===== src/rtl/clk_mode_pkg.sv =====
// Package: clk_mode_pkg
// Holds the state codes and mode-request codes that the controller and its
// checker share. The state codes appear on the state output, so software
// and the bench depend on their values.
package clk_mode_pkg;

    localparam int STATE_W = 3;
    localparam int SEL_W   = 2;

    typedef enum logic [STATE_W-1:0] {
        ST_RESET  = 3'd0,
        ST_FREE   = 3'd1,
        ST_NORMAL = 3'd2,
        ST_HOLD   = 3'd3,
        ST_AUTO   = 3'd4
    } mode_state_e;

    localparam logic [SEL_W-1:0] SEL_AUTO = 2'b00;
    localparam logic [SEL_W-1:0] SEL_HOLD = 2'b01;
    localparam logic [SEL_W-1:0] SEL_FREE = 2'b10;

endpackage


===== src/rtl/clk_mode_rel_track.sv =====
// Module: clk_mode_rel_track
// Watches the manual release bit for a full 0-1-0 pulse. The pulse counts
// only if its rise is seen while the machine is in Auto Holdover with a good
// reference, and only if the reference stays good until the fall.
// Assumes rel_bit is already synchronous to clk.
module clk_mode_rel_track (
    input  logic clk,
    input  logic rst_n,
    input  logic rel_bit,
    input  logic ref_ok,
    input  logic in_auto,
    output logic release_done
);

    logic rel_q;
    logic armed_q;
    logic rel_rise;
    logic rel_fall;
    logic armed_d;

    // Edge detection against the registered copy of the release bit.
    always_comb begin
        rel_rise = rel_bit & ~rel_q;
        rel_fall = ~rel_bit & rel_q;
    end

    // The tracker arms on a qualified rise and disarms on a fall, on a bad
    // reference, or when the machine is outside Auto Holdover.
    always_comb begin
        armed_d      = in_auto & ref_ok & (rel_rise | (armed_q & ~rel_fall));
        release_done = in_auto & ref_ok & armed_q & rel_fall;
    end

    // Registers for the delayed release bit and the armed flag.
    always_ff @(posedge clk) begin
        if (!rst_n) begin
            rel_q   <= 1'b0;
            armed_q <= 1'b0;
        end else begin
            rel_q   <= rel_bit;
            armed_q <= armed_d;
        end
    end

endmodule


===== src/rtl/clk_mode_fsm.sv =====
// Module: clk_mode_fsm
// Holds the five-state mode machine. A free-run request has top priority.
// Reference loss in Normal moves to Auto Holdover. Recovery from Auto
// Holdover is automatic, or it waits for release_done from the tracker.
// Assumes every input is synchronous to clk. Mode code 11 holds the
// present state.
module clk_mode_fsm
    import clk_mode_pkg::*;
(
    input  logic             clk,
    input  logic             rst_n,
    input  logic [SEL_W-1:0] mode_sel,
    input  logic             ref_change,
    input  logic             ref_ok,
    input  logic             auto_ret_dis,
    input  logic             release_done,
    output mode_state_e      state
);

    mode_state_e state_d;

    // Next-state selection; the free-run request is checked first.
    always_comb begin
        state_d = state;
        if (state == ST_RESET) begin
            if (mode_sel == SEL_HOLD)
                state_d = ST_HOLD;
            else if (mode_sel == SEL_AUTO && ref_ok)
                state_d = ST_NORMAL;
            else
                state_d = ST_FREE;
        end else if (mode_sel == SEL_FREE) begin
            state_d = ST_FREE;
        end else begin
            unique case (state)
                ST_FREE: begin
                    if (mode_sel == SEL_HOLD)
                        state_d = ST_HOLD;
                    else if (mode_sel == SEL_AUTO && ref_ok)
                        state_d = ST_NORMAL;
                end
                ST_NORMAL: begin
                    if (mode_sel == SEL_HOLD || ref_change)
                        state_d = ST_HOLD;
                    else if (mode_sel == SEL_AUTO && !ref_ok)
                        state_d = ST_AUTO;
                end
                ST_HOLD: begin
                    if (mode_sel == SEL_AUTO)
                        state_d = ref_ok ? ST_NORMAL : ST_AUTO;
                end
                ST_AUTO: begin
                    if (mode_sel == SEL_HOLD || ref_change)
                        state_d = ST_HOLD;
                    else if (mode_sel == SEL_AUTO && ref_ok &&
                             (!auto_ret_dis || release_done))
                        state_d = ST_NORMAL;
                end
                default: state_d = ST_FREE;
            endcase
        end
    end

    // State register with synchronous active-low reset.
    always_ff @(posedge clk) begin
        if (!rst_n)
            state <= ST_RESET;
        else
            state <= state_d;
    end

endmodule


===== src/rtl/clk_mode_status.sv =====
// Module: clk_mode_status
// Decodes the lock and holdover flags from the state register. Both flags
// are combinational from that register, so they change in the same cycle
// as the state code.
module clk_mode_status
    import clk_mode_pkg::*;
(
    input  mode_state_e state,
    output logic        lock,
    output logic        holdover
);

    // Flag decode.
    always_comb begin
        lock     = (state == ST_NORMAL);
        holdover = (state == ST_HOLD) || (state == ST_AUTO);
    end

endmodule


===== src/rtl/clk_mode_ctrl.sv =====
// Module: clk_mode_ctrl
// Top of the clock reference mode controller. It ties together the state
// machine, the release-pulse tracker and the flag decode. It assumes all
// inputs are synchronous to clk, and that ref_change lasts one cycle.
module clk_mode_ctrl
    import clk_mode_pkg::*;
(
    input  logic               clk,
    input  logic               rst_n,
    input  logic [SEL_W-1:0]   mode_sel,
    input  logic               ref_change,
    input  logic               ref_ok,
    input  logic               auto_ret_dis,
    input  logic               rel_bit,
    output logic [STATE_W-1:0] state_o,
    output logic               lock_o,
    output logic               holdover_o
);

    mode_state_e state;
    logic        in_auto;
    logic        release_done;

    // Tells the release tracker when the machine sits in Auto Holdover.
    always_comb in_auto = (state == ST_AUTO);

    clk_mode_rel_track u_rel (
        .clk          (clk),
        .rst_n        (rst_n),
        .rel_bit      (rel_bit),
        .ref_ok       (ref_ok),
        .in_auto      (in_auto),
        .release_done (release_done)
    );

    clk_mode_fsm u_fsm (
        .clk          (clk),
        .rst_n        (rst_n),
        .mode_sel     (mode_sel),
        .ref_change   (ref_change),
        .ref_ok       (ref_ok),
        .auto_ret_dis (auto_ret_dis),
        .release_done (release_done),
        .state        (state)
    );

    clk_mode_status u_stat (
        .state    (state),
        .lock     (lock_o),
        .holdover (holdover_o)
    );

    // Drives the state code onto the output port.
    always_comb state_o = state;

endmodule


===== config.mk =====
export PLATFORM = sky130hd
export DESIGN_NAME = clk_mode_ctrl
export DESIGN_NICKNAME = d
export VERILOG_FILES = /design/src/rtl/clk_mode_pkg.sv /design/src/rtl/clk_mode_rel_track.sv /design/src/rtl/clk_mode_fsm.sv /design/src/rtl/clk_mode_status.sv /design/src/rtl/clk_mode_ctrl.sv
export SDC_FILE = /design/constraint.sdc
export NUM_CORES = 1
export LEC_CHECK = 0
export ABC_CLOCK_PERIOD_IN_PS = 2000
export BUFFER_PORTS_ARGS = -buffer_cell sky130_fd_sc_hd__buf_2
export CAP_MARGIN = 0
export CORE_ASPECT_RATIO = 1.1
export CORE_MARGIN = 10
export CORE_UTILIZATION = 30
export CTS_CLUSTER_SIZE = 20
export DETAILED_ROUTE_END_ITERATION = 8
export PLACE_DENSITY = 0.55
export SYNTH_ARGS = -nofsm -noshare
export SYNTH_HDL_FRONTEND = slang
export SYNTH_HIERARCHICAL = 1
export SYNTH_SLANG_ARGS = --single-unit

===== constraint.sdc =====
create_clock -name clk -period 2 [get_ports clk]
set_clock_uncertainty 0.15 [all_clocks]
set_input_delay 0.4 -clock clk [delete_from_list [all_inputs] [get_ports clk]]
set_output_delay 0.4 -clock clk [all_outputs]
set_load 0.005 [all_outputs]

==> results.cfg <==
[outcome]
status = finished, final reports clean

[yosys]
ys_ff_latch = 5
synth_edf_count = 0
yosys.area_share.simple_pct = 39.0
yosysWarnings = 6
synth_top_family_by_area = simple AND/OR/NAND/NOR gates
synthFlopType = dfxtp_1
async_flop_share_pct = 0
synth_area_sq_um = 462
synth_adder_area_share_pct = 2.44
synth_compound_area_share_pct = 26.6
muxShareOfSynthArea_pct = 0
synth.net_count = 68
synthCells = 60
synth_cell_types = 33
yosysSeqAreaShare_pct = 21.7
syn_avg_cell_area_sq_um = 7.69
synth_xor_area_share_pct = 0

[sta]
maxSlewViolCount = 0
slew-limit-headroom_pct = 74.2
fin_crit_ps = 1740
fmax_mhz = 574
setup_tns_ps = 0
rsz0062_at_grt = no
hold_viol = 0
setup_viol = 0
tightest_slew_ps = 377
fin_crit_sh_pct = 87.2

[worst_setup_path]
slowest_delay_ps = 310
cp-start-kind = register
r2r-end = u_fsm/state[2]$_SDFFE_PN0P_
worst-endpoint-arrival_ps = 1730
path_class = register to register
path_delay_family = simple AND/OR/NAND/NOR gates
r2r.worst_path.cells = 8
rr_startpoint = u_fsm/state[1]$_SDFFE_PN0P_
r2r_setup_slack_ps = 260
startpoint = u_fsm/state[1]$_SDFFE_PN0P_
endpoint_kind = register
cp.buffers_inverters = 1
cp_slowest_cell = dfxtp_1
critPathMaxFanout = 2
required_ps = 1990
path_cells = nor3b_2 > nand2_1 > nor3_1 > inv_1 > a211o_1 > nand4_1 > o41ai_1 > and3_1

[cts]
cts_buffer_depth = 2
post_cts_resized = 0
clkTransAtPathRegs_ps = 50
clock-sinks = 5
cts_hold_buf = 0
root_buffer = clkbuf_4
cts_tree = done
numCtsBuffers = 3
cts_setup_buffers = 0
clk_latency_ps = 240
cts_htree_levels = 1

[power]
p_comb_share_pct = 33.3
pwr-share-clk_pct = 34.2
peakVddDrop_uv = 375
p_seq_share_pct = 32.5
powerDensity_mw_per_mm2 = 602
p_int_mw = 0.232
power_switching_share_pct = 31.9
power.leakage_nw = 0.235
switchingPower_mw = 0.109

[min_path]
holdPathEnd = u_rel/rel_q$_SDFF_PN0_
hold_path_depth = 2
hp-start = rel_bit
hp-class = input port to register

[placement]
hpwl_microns = 888
io_buffers = 12
gp_congestion = 0.922

[drt]
vias = 496
drtPass1Iterations = 4
drt-total-wl_microns = 1150
drtIter0Drc = 16
ant_nets = 0
via_per_inst = 5.33
wl_per_cell_microns = 12.4
drc = 0

[layout]
n_antenna_cell = 0
final_common_cell = buf_2
layout-drive-gt1-share_pct = 33.8
fin_nets = 86
final_util_pct = 39.9
area_growth_pct = 22.5
mostFrequentLayoutCells = 12 x buf_2, 8 x nor2_1, 6 x inv_1, 5 x nand2_1, 5 x dfxtp_1

[die]
top_level_ports = 13
core_sq_mm = 0.00142
die_w_microns = 57.4
rows = 14
initial_core_util_pct = 32.5
die_h_microns = 61.1
dieArea_sq_mm = 0.00351

[global_route]
grt_max_degree = 16
grt_pass1_vias = 475
antenna_found_initial = 0
grt_first_pass_wirelength_microns = 1980
grt-ovfl-total = 0
track_usage_pct = 6.85

[job]
drv_cap = 0
-- power groups by stage --
stage	Sequential (mW)	Clock (mW)	Combinational [mW]
after floorplan	0.119	0	0.0741
after global placement	0.112	0	0.114
after detailed placement	0.112	0	0.112
after CTS	0.111	0.121	0.112
after global routing	0.111	0.134	0.126
final	0.111	0.116	0.113
-- cell usage after synthesis (2+ instances only) --
cell type | instances | area, sq um
nor3b_1 | 2 | 15.0
nor3_2 | 2 | 20.0
nand2_1 | 5 | 18.8
nand2b_1 | 2 | 12.5
dfxtp_1 | 5 | 100
inv_1 | 6 | 22.5
o21ai_0 | 2 | 10.0
nor2_1 | 8 | 30.0
a21boi_1 | 2 | 15.0
nand4_1 | 2 | 12.5
nor3_1 | 2 | 10.0
-- registers in the layout (all words and copies together) (netlist names) --
| register | cells |
|---|---|
| u_fsm/state | 3 |
| u_rel/armed_q | 1 |
| u_rel/rel_q | 1 |
-- layer usage --
| layer | part of all wire (%) | GRT usage [%] |
|---|---|---|
| met3 | 9.7 | 3.91 |
| met1 | 44 | 7.67 |
| met4 | 1.0 | 2.68 |
| met2 | 45 | 10.6 |
| met5 | 0 | 0 |
-- worst register-to-register path: stages, from the launching register on --
cell and delay (ps):
dfxtp_1 310, nor3b_2 220, nand2_1 80, nor3_1 160, inv_1 60, a211o_1 290, nand4_1 120, o41ai_1 80
and3_1 170
-- cell type report --
type	instances	area, sq um
Multi-Input combinational cell	47	314
Fill cell	159	853
Tap cell	16	20.0
Sequential cell	5	100
Inverter	6	22.5
Timing Repair Buffer	15	82.6
Clock buffer	4	26.3
-- kinds of logic after synthesis --
group                    Yosys count
AND/OR/NAND/NOR                   30
AO/OA/AOI/OAI                     16
buffers and inverters              8
flip-flops                         5
adder cells (fa/ha/maj)            1
-- worst max path at each step --
stage,end,slack [ps],cells past startpoint
after floorplan,u_fsm/state[2]$_SDFFE_PN0P_,130,8
after global placement,u_fsm/state[2]$_SDFFE_PN0P_,290,8
after detailed placement,u_fsm/state[2]$_SDFFE_PN0P_,260,8
after CTS,u_fsm/state[2]$_SDFFE_PN0P_,260,8
after global routing,u_fsm/state[1]$_SDFFE_PN0P_,100,8
final,u_fsm/state[2]$_SDFFE_PN0P_,260,8
-- per-stage QoR --
stage	power, mW	hold slack, ps	instances	worst slack (ps)	area, sq um
floorplan	0.193	372	60	132	462
global placement	0.226	441	89	292	539
detailed placement	0.224	452	89	260	539
CTS	0.344	246	93	258	566
global route	0.371	238	93	96.4	566
finish	0.340	250	93	257	566
Note: power is estimated with default switching activity, not from simulation.
